## config.mk

```make
export PLATFORM = sky130hd
export DESIGN_NAME = pwrdn_ctrl
export DESIGN_NICKNAME = d
export VERILOG_FILES = /design/src/rtl/pwrdn_pkg.sv /design/src/rtl/pwrdn_wake_in.sv /design/src/rtl/pwrdn_regs.sv /design/src/rtl/pwrdn_fsm.sv /design/src/rtl/pwrdn_wake_timer.sv /design/src/rtl/pwrdn_ctrl.sv
export SDC_FILE = /design/constraint.sdc
export NUM_CORES = 1
export LEC_CHECK = 0
export CORE_ASPECT_RATIO = 1.4
export CORE_MARGIN = 2
export CORE_UTILIZATION = 30
export CTS_CLUSTER_DIAMETER = 50
export DETAILED_ROUTE_END_ITERATION = 12
export PLACE_DENSITY = 0.58
export SLEW_MARGIN = 20
export SYNTH_ARGS = -nofsm -noshare
export SYNTH_HDL_FRONTEND = slang
export SYNTH_SLANG_ARGS = --single-unit
```

## constraint.sdc

```tcl
create_clock -name clk -period 2.41 [get_ports clk]
set_clock_uncertainty 0.1 [all_clocks]
set_input_delay 0.3615 -clock clk [delete_from_list [all_inputs] [get_ports clk]]
set_output_delay 0.3615 -clock clk [all_outputs]
set_load 0.005 [all_outputs]
```

## src/rtl/pwrdn_pkg.sv

```systemverilog
package pwrdn_pkg;
   localparam int CTRL_W = 9;

   localparam int B_XTAL   = 0;
   localparam int B_FAST   = 2;
   localparam int B_SLOW   = 3;
   localparam int B_DLY    = 4;
   localparam int B_IRQEN  = 5;
   localparam int B_STAT   = 6;
   localparam int B_PDREQ  = 7;
   localparam int B_WAITC  = 8;

   localparam logic [CTRL_W-1:0] WR_MASK = 9'h1BD;

   typedef enum logic [1:0] {
      ST_RUN      = 2'd0,
      ST_WAIT_CPU = 2'd1,
      ST_PD       = 2'd2,
      ST_WAKE_DLY = 2'd3
   } pd_state_e;
endpackage

```

## src/rtl/pwrdn_wake_in.sv

```systemverilog
module pwrdn_wake_in #(
   parameter int N_WAKE      = 2,
   parameter int SYNC_STAGES = 0
) (
   input  logic              clk,
   input  logic              rst_n,
   input  logic [N_WAKE-1:0] wake_src,
   output logic              wake_any
);
   generate
      if (SYNC_STAGES == 0) begin : g_direct
         assign wake_any = |wake_src;
      end else begin : g_sync
         logic [N_WAKE-1:0] stage_q [SYNC_STAGES];
         always_ff @(posedge clk or negedge rst_n) begin
            if (!rst_n) begin
               for (int i = 0; i < SYNC_STAGES; i++) stage_q[i] <= '0;
            end else begin
               stage_q[0] <= wake_src;
               for (int i = 1; i < SYNC_STAGES; i++) stage_q[i] <= stage_q[i-1];
            end
         end
         assign wake_any = |stage_q[SYNC_STAGES-1];
      end
   endgenerate
endmodule

```

## src/rtl/pwrdn_regs.sv

```systemverilog
module pwrdn_regs
   import pwrdn_pkg::*;
#(
   parameter logic [CTRL_W-1:0] RST_VAL = 9'h00C
) (
   input  logic              clk,
   input  logic              rst_n,
   input  logic              wr,
   input  logic [CTRL_W-1:0] wdata,
   input  logic              wake_hit,
   output logic [CTRL_W-1:0] ctrl
);
   logic [CTRL_W-1:0] ctrl_q, ctrl_d;

   always_comb begin
      ctrl_d = ctrl_q;
      if (wr) begin
         ctrl_d = (ctrl_q & ~WR_MASK) | (wdata & WR_MASK);
         if (wdata[B_STAT]) ctrl_d[B_STAT] = 1'b0;
      end
      if (wake_hit) begin
         ctrl_d[B_PDREQ] = 1'b0;
         if (ctrl_q[B_IRQEN]) ctrl_d[B_STAT] = 1'b1;
      end
   end

   always_ff @(posedge clk or negedge rst_n) begin
      if (!rst_n) ctrl_q <= RST_VAL & WR_MASK;
      else        ctrl_q <= ctrl_d;
   end

   assign ctrl = ctrl_q;
endmodule

```

## src/rtl/pwrdn_fsm.sv

```systemverilog
module pwrdn_fsm
   import pwrdn_pkg::*;
(
   input  logic      clk,
   input  logic      rst_n,
   input  logic      pd_req,
   input  logic      wait_cpu,
   input  logic      cpu_sleep,
   input  logic      wake,
   input  logic      dly_en,
   input  logic      dly_done,
   output pd_state_e state,
   output logic      wake_hit
);
   pd_state_e state_q, state_d;

   assign wake_hit = (state_q == ST_PD) && wake;

   always_comb begin
      state_d = state_q;
      unique case (state_q)
         ST_RUN: begin
            if (pd_req) begin
               if (!wait_cpu || cpu_sleep) state_d = ST_PD;
               else                        state_d = ST_WAIT_CPU;
            end
         end
         ST_WAIT_CPU: begin
            if (!pd_req)                     state_d = ST_RUN;
            else if (!wait_cpu || cpu_sleep) state_d = ST_PD;
         end
         ST_PD: begin
            if (wake) state_d = dly_en ? ST_WAKE_DLY : ST_RUN;
         end
         ST_WAKE_DLY: begin
            if (dly_done) state_d = ST_RUN;
         end
         default: state_d = ST_RUN;
      endcase
   end

   always_ff @(posedge clk or negedge rst_n) begin
      if (!rst_n) state_q <= ST_RUN;
      else        state_q <= state_d;
   end

   assign state = state_q;
endmodule

```

## src/rtl/pwrdn_wake_timer.sv

```systemverilog
module pwrdn_wake_timer #(
   parameter int XTAL_WAIT = 4096,
   parameter int FAST_WAIT = 256
) (
   input  logic clk,
   input  logic rst_n,
   input  logic start,
   input  logic use_xtal,
   input  logic active,
   input  logic tick,
   output logic done
);
   localparam int MAX_WAIT = (XTAL_WAIT > FAST_WAIT) ? XTAL_WAIT : FAST_WAIT;
   localparam int CNT_W    = $clog2(MAX_WAIT);
   localparam logic [CNT_W-1:0] XTAL_LAST = CNT_W'(XTAL_WAIT - 1);
   localparam logic [CNT_W-1:0] FAST_LAST = CNT_W'(FAST_WAIT - 1);

   logic [CNT_W-1:0] cnt_q, last_q;

   always_ff @(posedge clk or negedge rst_n) begin
      if (!rst_n) begin
         cnt_q  <= '0;
         last_q <= FAST_LAST;
      end else if (start) begin
         cnt_q  <= '0;
         last_q <= use_xtal ? XTAL_LAST : FAST_LAST;
      end else if (active && tick) begin
         cnt_q  <= cnt_q + 1'b1;
      end
   end

   assign done = active && tick && (cnt_q == last_q);
endmodule

```

## src/rtl/pwrdn_ctrl.sv

```systemverilog
module pwrdn_ctrl
   import pwrdn_pkg::*;
#(
   parameter int                N_WAKE      = 2,
   parameter int                SYNC_STAGES = 0,
   parameter int                XTAL_WAIT   = 4096,
   parameter int                FAST_WAIT   = 256,
   parameter logic [CTRL_W-1:0] RST_VAL     = 9'h00C
) (
   input  logic              clk,
   input  logic              rst_n,
   input  logic              reg_wr,
   input  logic [CTRL_W-1:0] reg_wdata,
   output logic [CTRL_W-1:0] reg_rdata,
   input  logic              cpu_sleep,
   input  logic [N_WAKE-1:0] wake_src,
   input  logic              src_is_xtal,
   input  logic              src_tick,
   output logic              xtal_en,
   output logic              fast_osc_en,
   output logic              slow_osc_en,
   output logic              pll_en,
   output logic              sysclk_en,
   output logic              wake_irq
);
   generate
      if (N_WAKE < 1) begin : g_bad_nwake
         $error("N_WAKE must be at least 1");
      end
      if (SYNC_STAGES < 0) begin : g_bad_sync
         $error("SYNC_STAGES must not be negative");
      end
      if (XTAL_WAIT < 2 || FAST_WAIT < 2) begin : g_bad_wait
         $error("wake wait lengths must be at least 2");
      end
   endgenerate

   logic [CTRL_W-1:0] ctrl;
   logic              wake_any, wake_hit, dly_done, powered;
   pd_state_e         state;

   pwrdn_wake_in #(.N_WAKE(N_WAKE), .SYNC_STAGES(SYNC_STAGES)) u_wake (
      .clk(clk), .rst_n(rst_n), .wake_src(wake_src), .wake_any(wake_any)
   );

   pwrdn_regs #(.RST_VAL(RST_VAL)) u_regs (
      .clk(clk), .rst_n(rst_n), .wr(reg_wr), .wdata(reg_wdata),
      .wake_hit(wake_hit), .ctrl(ctrl)
   );

   pwrdn_fsm u_fsm (
      .clk(clk), .rst_n(rst_n),
      .pd_req(ctrl[B_PDREQ]), .wait_cpu(ctrl[B_WAITC]), .cpu_sleep(cpu_sleep),
      .wake(wake_any), .dly_en(ctrl[B_DLY]), .dly_done(dly_done),
      .state(state), .wake_hit(wake_hit)
   );

   pwrdn_wake_timer #(.XTAL_WAIT(XTAL_WAIT), .FAST_WAIT(FAST_WAIT)) u_timer (
      .clk(clk), .rst_n(rst_n),
      .start(wake_hit && ctrl[B_DLY]), .use_xtal(src_is_xtal),
      .active(state == ST_WAKE_DLY), .tick(src_tick), .done(dly_done)
   );

   assign powered     = (state != ST_PD);
   assign sysclk_en   = (state == ST_RUN) || (state == ST_WAIT_CPU);
   assign pll_en      = powered;
   assign xtal_en     = powered && ctrl[B_XTAL];
   assign fast_osc_en = powered && ctrl[B_FAST];
   assign slow_osc_en = ctrl[B_SLOW];
   assign wake_irq    = ctrl[B_STAT] && ctrl[B_IRQEN];
   assign reg_rdata   = ctrl;
endmodule

```

==> results.txt, run 1 <==
The flow ran to the end, and the final reports show no timing, DRC or antenna violations. By startpoint and endpoint, the worst setup path is classified as register to output port. The static power due to leakage is between 0.0006 and 0.0007 uW. The clock tree from TritonCTS is built.

The warning count from the yosys run came out at 0. TritonCTS created 3 clock buffers. The worst vdd rail ir drop came out at about 0.44 mV. The initial utilization of the core area, before any placement, comes to 31.0%. The I/O pin total came out at 32.

Setup repair after global routing left no endpoint under its margin. The number of distinct library cell variants in the gate-level netlist after synthesis is 35. The final non-filler cell area came out at ~1600 sq um. The DRC marker count from the first detailed-route iteration is 19.

The sum of negative setup slack is 0 ns. The maximum frequency from static timing analysis came out at ~0.47 GHz. Excluding fillers, the count of instances in the completed layout stands at roughly 200. By count the netlist is led by sky130_fd_sc_hd__dfrtp_1 (21), sky130_fd_sc_hd__nand2_1 (14), sky130_fd_sc_hd__a21oi_1 (9), sky130_fd_sc_hd__buf_4 (7), sky130_fd_sc_hd__nand3_1 (7). Entering global routing, the biggest net connects 24 pins. The critical path data required time came out at 1.95 ns. The worst setup path is captured at an output port. The most used flip-flop cell after synthesis is sky130_fd_sc_hd__dfrtp_1. The maximum net fanout on the critical path is 9.

The number of pins exceeding their max-slew limit in the final report was 0. Traced cell by cell, the critical path runs through nor2b_1 -> inv_1 -> and2_1 -> clkdlybuf4s50_1. Setup violations remaining at the end of the flow were counted as 0. The proportion of netlist area held by the largest area contributor is 43.2%. The final HPWL from detailed placement is around 2200 um. The TritonCTS sink count came out at 23. The clock root buffer is sky130_fd_sc_hd__clkbuf_8. The power density of the placed cells is roughly 760 nW/um^2.

The maximum clock insertion buffer count came out at 2. The total number of vias is 1013. The first-pass GRT wire length is 4870 um. The number of search-and-repair iterations in the first detailed-routing pass is 4. Compared with the post-synthesis result, the final layout area differs by 28.3%.

The global-route total usage across every layer came out at roughly 14%. By area the synthesized netlist is led by sky130_fd_sc_hd__dfrtp_1 (43%), sky130_fd_sc_hd__mux2_2 (4.6%), sky130_fd_sc_hd__buf_4 (4.3%). The path class of the tightest hold or removal check is input pin to asynchronous set/reset pin. The count of flip-flops with a built-in enable after synthesis came out at 0. The final estimated routing congestion in global placement is between 0.7 and 0.8. The number of buffers and inverters on the critical path is 2.

CTS built an H-tree with a depth of 1. The max capacitance violation total is 0. The cell count after synthesis is between 100 and 150. The synthesized cell area came out at roughly 1200 sq um. The kind of start point of the critical path is a register. Fill cells in the final layout number ~390.

sky130_fd_sc_hd__dfrtp_1 is the most common cell in the netlist. Summed over all instances, the cell type with the most area after synthesis is sky130_fd_sc_hd__dfrtp_1. The count of nets left with antenna violations once routing finished came out at 0. The total overflow reported by the global router came out at 0. The ratio of cells with drive above 1 in the final layout is between 10% and 20%.

The die covers 4590 sq um. The number of hold buffers added after cts is 0. The proportion of synthesized chip area in sequential cells came out at a little under half. The clock latency reported for the late side of the worst-skew pair is 0.27 ns. The die is just under 80 um tall. The detail-routed net length per standard cell came out at around 14 um. Of all flip-flops after synthesis, the portion carrying an async set or reset was between 90% and 100%. After synthesis the netlist holds a flip-flop and latch count of 23. The count of input and output buffers is 29. At the end of the flow, the number of nets in the layout was roughly 170.

The initialized floorplan defines 27 standard-cell rows. The initial antenna violation count came out at 0. The post-route clock period utilization came out at 89.2%. The hold violation total from the final report was 0.

After detailed routing, the total wire length is about 2800 um. The number of cells upsized or downsized after cts is 0. For this design, the slowest cell found on the critical path is sky130_fd_sc_hd__clkdlybuf4s50_1.

The largest stage delay on the critical path is 0.50 ns. The cell family contributing the most delay on the critical path is buffers and inverters. The per-cell via count in the routed design came out at 5.17. At the worst endpoint, the arrival time is roughly 1.7 ns. The synthesized netlist net count is roughly 140. The via count of the first global-routing pass came to approximately 1100. The die width is a little under 60 um. The clock period minus worst slack came out at between 2 and 2.5 ns. Counting tap cells, the placed design contains a total of 192 instances. The clock-pin slew on the worst setup and hold paths came out at 0.08 ns. The floorplan step defined a core boundary enclosing between 3000 and 4000 sq um.

The remaining design rule violation count came out at 0. The total placed instance area came out at between 1500 and 2000 sq um. The repair_antennas step left the layout with diodes totalling 0. The per-instance average area after synthesis is around 9.7 sq um.

The number of post-CTS setup repair buffers is 0.
==> state kept, by name, indices dropped and copies added, names as in the netlist <==
signal and flops:
u_timer.cnt_q 12, u_timer.last_q 1, u_regs.ctrl 8, u_fsm.state 2
==> report_power, final <==
group	internal (uW)	total [uW]	switching, uW
Clock	118	248	129
Sequential	460	542	82.0
Combinational	221	393	171
==> worst register-to-register path: stages (launching register included) <==
cell and delay, ns:
sky130_fd_sc_hd__dfrtp_1 0.39, sky130_fd_sc_hd__ha_1 0.22, sky130_fd_sc_hd__nand2_2 0.08, sky130_fd_sc_hd__or4_4 0.56, sky130_fd_sc_hd__or4_1 0.42, sky130_fd_sc_hd__a21oi_1 0.16
==> layer usage <==
| layer | GRT usage, % | share of wire (%) |
|---|---|---|
| met1 | 15.3 | 39 |
| met2 | 25.8 | 54 |
| met3 | 2.93 | 5.9 |
| met4 | 4.88 | 1.3 |
| met5 | 0 | 0 |
==> through the flow <==
stage / utilization, % / total power, uW / hold WS (ns) / setup WS (ns)
after CTS: 39.8 / 1200 / 0.348 / 0.235
final: 39.8 / 1180 / 0.340 / 0.260
after global placement: 38.7 / 929 / 0.396 / 0.295
after detailed placement: 38.7 / 946 / 0.402 / 0.259
after global routing: 39.8 / 1270 / 0.372 / 0.157
after floorplan: - / 758 / -0.0341 / 0.549
==> cells in the final DEF (no fill, tap or decap), drive strengths merged, types with 2 or more instances in the layout <==
cell type	n
clkdlybuf4s50	29
dfrtp	21
nand2	15
a21oi	9
nand3	7
o21ai	6
nor2	6
nor3	6
or3	6
mux2	5
inv	4
o31ai	4
or4	4
clkbuf	4
and2	3
mux2i	3
buf	3
nor2b	2
xnor2	2
dfstp	2
==> path summary, 6_finish.rpt <==
path                                                     start                        endpoint  slack [ns]  depth (start not counted)
worst max-delay path                u_fsm.state[1]$_DFFE_PN0P_                         xtal_en        0.26                          4
worst min-delay path                                     rst_n      u_regs.ctrl[5]$_DFFE_PN0P_        0.34                          2
worst max register to register    u_timer.cnt_q[0]$_DFFE_PN0P_   u_timer.cnt_q[10]$_DFFE_PN0P_        0.41                          5
worst min register to register  u_timer.last_q[10]$_DFFE_PN0P_  u_timer.last_q[10]$_DFFE_PN0P_        0.42                          2
max in group asynchronous                                rst_n      u_regs.ctrl[3]$_DFFE_PN1P_        1.58                          2
min in group clk                u_timer.last_q[10]$_DFFE_PN0P_  u_timer.last_q[10]$_DFFE_PN0P_        0.42                          2
==> cell type report <==
cell class                 count  area (sq um)  share of cell area [%]
tap                           43          53.8                    3.45
clock buffer                   4          45.0                    2.89
multi-input combinational     90           556                    35.6
inverter                       4          15.0                   0.962
sequential                    23           578                    37.0
timing repair buffer          32           313                    20.0
==> cells by family (layout without fill, tap and decap cells) <==
group                      Yosys count  in the layout  synth area share, %
and+or+nand+nor                     54             54                 23.5
AOI/OAI and AO/OA                   23             23                 11.6
DFF                                 23             23                 47.5
buffers and inverters               13             40                 6.79
muxes                                8              8                 7.10
xor gates and xnor gates             3              3                 2.16
adders and majority gates            1              1                 1.03
other                                1              1                0.308
Note: power is estimated with default switching activity, not from simulation.
==> run 2, diff against run 1 <==
--- a/config.mk
+++ b/config.mk
@@ -5,12 +5,14 @@
 export SDC_FILE = /design/constraint.sdc
 export NUM_CORES = 1
 export LEC_CHECK = 0
+export ABC_AREA = 0
 export CORE_ASPECT_RATIO = 1.4
 export CORE_MARGIN = 2
 export CORE_UTILIZATION = 30
 export CTS_CLUSTER_DIAMETER = 50
 export DETAILED_ROUTE_END_ITERATION = 12
 export PLACE_DENSITY = 0.58
+export SKIP_CTS_REPAIR_TIMING = 1
 export SLEW_MARGIN = 20
 export SYNTH_ARGS = -nofsm -noshare
 export SYNTH_HDL_FRONTEND = slang
==> results of run 2 <==
Same layout as run 1: the final DEF is identical, and so are final timing and power.
==> run 3, diff against run 2 <==
--- a/config.mk
+++ b/config.mk
@@ -8,10 +8,10 @@
 export ABC_AREA = 0
 export CORE_ASPECT_RATIO = 1.4
 export CORE_MARGIN = 2
-export CORE_UTILIZATION = 30
+export CORE_UTILIZATION = 47
 export CTS_CLUSTER_DIAMETER = 50
 export DETAILED_ROUTE_END_ITERATION = 12
-export PLACE_DENSITY = 0.58
+export PLACE_DENSITY = 0.82
 export SKIP_CTS_REPAIR_TIMING = 1
 export SLEW_MARGIN = 20
 export SYNTH_ARGS = -nofsm -noshare
==> run 3 against run 2 <==
  * Worst setup slack got worse by 0.10 ns
  * First-iteration DRC count decreased by 26%
  * Core utilization increased by 23 points
  * Count of clock-buffer cells in the layout unchanged
  * Fmax decreased by 4.5%
  * Register-to-register slack improved by 0.02 ns
  * Highest routed layer unchanged
==> results.txt, run 3 (synthesized netlist as in run 1, its figures left out) <==
The run finished with clean final reports. The number of failing setup endpoints in the final timing report came to 0 (unchanged). The worst vdd rail ir drop is 0.537 mV (+23%). The number of pins exceeding their max-slew limit in the final report is 0 (unchanged). The die width is 47.0 um (-19%).

The clock group share of total power came out at 15.9% (-5.0 points). The TritonCTS sink count came to 23 (unchanged). The switching power of the nets is 371 uW (-3.0%). In this run the clock root is driven by a sky130_fd_sc_hd__clkbuf_4. The number of antenna diodes came out at 0 (unchanged).

The site row count came out at 21 (-22%). The clock period minus worst slack came out at 2.25 ns (+0.102 ns). The max capacitance violation total is 0 (unchanged). The count of input and output buffers is 29 (unchanged). The routed length on met3 came out at 166 um (unchanged).

Signal routing reaches up to met4. The total overflow reported by the global router came out at 0 (unchanged). The sum of negative setup slack came out at 0 ns (unchanged).

The kind of capture point of the worst setup path is an output port. The kind of start point of the critical path is a register. The final HPWL from detailed placement was 2010 um (-6.5%). The core area was 2420 sq um (-38%). The DRC marker count from the first detailed-route iteration is 14 (-5). The global-route total usage across every layer came out at 21.4% (+7.5 points). The via count of the first global-routing pass came out at 1124 (+2.4%).

The detail-routed net length per standard cell is 14.2 um (-1.6%). The clock latency reported for the late side of the worst-skew pair was 0.31 ns (+0.04 ns). The post-route antenna net violation count came to 0 (unchanged).

The total of fill cells in the finished design is 204 (-48%). The count of H-tree levels built during CTS is 1 (unchanged). The pin count of the biggest net entering global routing is 24 (unchanged). The routed metal-1 wire length is 1090 um (-2.1%). The final net count is 172 (unchanged).

The power density of the placed cells is 730 nW/um^2 (-3.7%). The vertical extent of the die is 64.2 um (-19%). The clock-pin slew on the worst setup and hold paths is 0.12 ns (+0.04 ns).

The setup slack of the worst register-to-register path is 0.43 ns (+0.02 ns). The data arrival time of the worst path was 1.79 ns (+0.10 ns). The share of power burned in registers is 48.6% (+2.8 points). In the layout the commonest cells are sky130_fd_sc_hd__clkdlybuf4s50_1 (29), sky130_fd_sc_hd__dfrtp_1 (21), sky130_fd_sc_hd__nand2_1 (14). The library cell used most frequently in the layout, excluding fill and tap cells, is sky130_fd_sc_hd__clkdlybuf4s50_1. Compared with the post-synthesis result, the final layout area differs by 25.8%.

The maximum frequency from static timing analysis came out at 0.444 GHz (-4.5%). The first-pass GRT wire length came out at 4740 um (-2.7%). The initial antenna violation count came out at 0 (unchanged). The switching part of the total power is 33.2% (+0.87 points). The logic gate share of total power came out at 35.5% (+2.3 points). The met2 layer wire length in the routed design is 1370 um (-9.8%). More flip-flops sit in one register than any other, and that register is u_timer.cnt_q. The area of the die is 3020 sq um (-34%).

The total detailed-routing wirelength is 2660 um (-6.2%). The I/O pin total came to 32 (unchanged). In this run the critical register-to-register path is captured at u_timer.cnt_q[10]$_DFFE_PN0P_. Tracing the worst setup path back leads to its startpoint at u_fsm.state[1]$_DFFE_PN0P_. The depth of the worst register-to-register path is 5 (unchanged). Setup repair after global routing left no endpoint under its margin.

The ratio of cells with drive above 1 in the final layout is 13.1% (unchanged). The internal power contribution is 746 uW (-6.7%). The remaining design rule violation count was 0 (unchanged). The static power due to leakage came to 0.000620 uW (-1.2%).

The critical path data required time is 1.95 ns (about the same). The final hold slack came out at 0.294 ns (-0.0460 ns). The maximum clock insertion buffer count came out at 2 (unchanged).

The maximum net fanout on the critical path came out at 9 (unchanged). The hold violation total from the final report came to 0 (unchanged). The worst hold path belongs to the class input pin to asynchronous set/reset pin. The startpoint identified for the worst register-to-register timing path is u_timer.cnt_q[0]$_DFFE_PN0P_. The per-cell via count in the routed design came to 5.46 (+5.6%). The post-route clock period utilization is 93.4% (+4.2 points).

TritonCTS built the clock tree. The total number of vias came out at 1021 (+0.79%). The critical path is of the register to output port type. The final estimated routing congestion in global placement came out at 0.806 (+11%). The number of search-and-repair iterations in the first detailed-routing pass is 4 (unchanged).

The total clock buffers created by CTS is 3 (unchanged). The flip-flop count of the largest register after layout is 12 (unchanged). The initial standard-cell utilization of the core is 50.3% (+19 points).
## run 3: changes by cell type in the layout (fill, tap and decap cells not counted)
cell / change
sky130_fd_sc_hd__clkbuf_4: +3
sky130_fd_sc_hd__clkbuf_8: -3
## run 3: per-stage QoR
stage	worst slack, ns	instances	utilization (%)	total power (uW)	area (sq um)
floorplan	0.549	126	-	758	1220
global placement	0.309	183	62.2	922	1500
detailed placement	0.243	183	62.2	942	1500
CTS	0.166	187	63.3	1120	1530
global route	0.0172	187	63.3	1190	1530
finish	0.159	187	63.3	1120	1530
## run 3: worst max path at each step
| stage | slack (ns) | end | cells past startpoint |
|---|---|---|---|
| 2_1_floorplan | 0.55 | u_timer.cnt_q[10]$_DFFE_PN0P_ | 5 |
| 6_report | 0.16 | xtal_en | 4 |
| 3_5_place_dp | 0.24 | u_timer.cnt_q[9]$_DFFE_PN0P_ | 5 |
| 4_1_cts | 0.17 | fast_osc_en | 4 |
| 5_1_grt | 0.02 | fast_osc_en | 4 |
| 3_3_place_gp | 0.31 | u_timer.cnt_q[9]$_DFFE_PN0P_ | 5 |
## run 3: per-layer routing
layer / GRT usage (%) / vias to the layer above
met2: 36.0 / 34
met1: 23.4 / 489
met4: 10.1 / 0
li1: - / 494
met3: 6.21 / 4
met5: 0 / -
## run 3: power groups by stage
stage / Combinational [uW] / Clock [uW] / Sequential [uW]
3_5_place_dp: 393 / 0 / 549
4_1_cts: 398 / 185 / 542
2_1_floorplan: 238 / 0 / 520
5_1_grt: 436 / 203 / 555
6_report: 396 / 178 / 543
3_3_place_gp: 380 / 0 / 542
## run 3: worst max-delay path: stages, from the launching register on
cell and delay (ns):
sky130_fd_sc_hd__dfrtp_1 0.52, sky130_fd_sc_hd__nor2b_1 0.22, sky130_fd_sc_hd__inv_1 0.12, sky130_fd_sc_hd__and2_1 0.18, sky130_fd_sc_hd__clkdlybuf4s50_1 0.44
## run 3: area by class of cell
type                            count  area, sq um  share of cell area, %
Timing Repair Buffer               32          313                   20.4
Sequential cell                    23          578                   37.8
Tap cell                           34         42.5                   2.78
Clock buffer                        4         26.3                   1.72
Multi-Input combinational cell     90          556                   36.3
Inverter                            4         15.0                  0.981
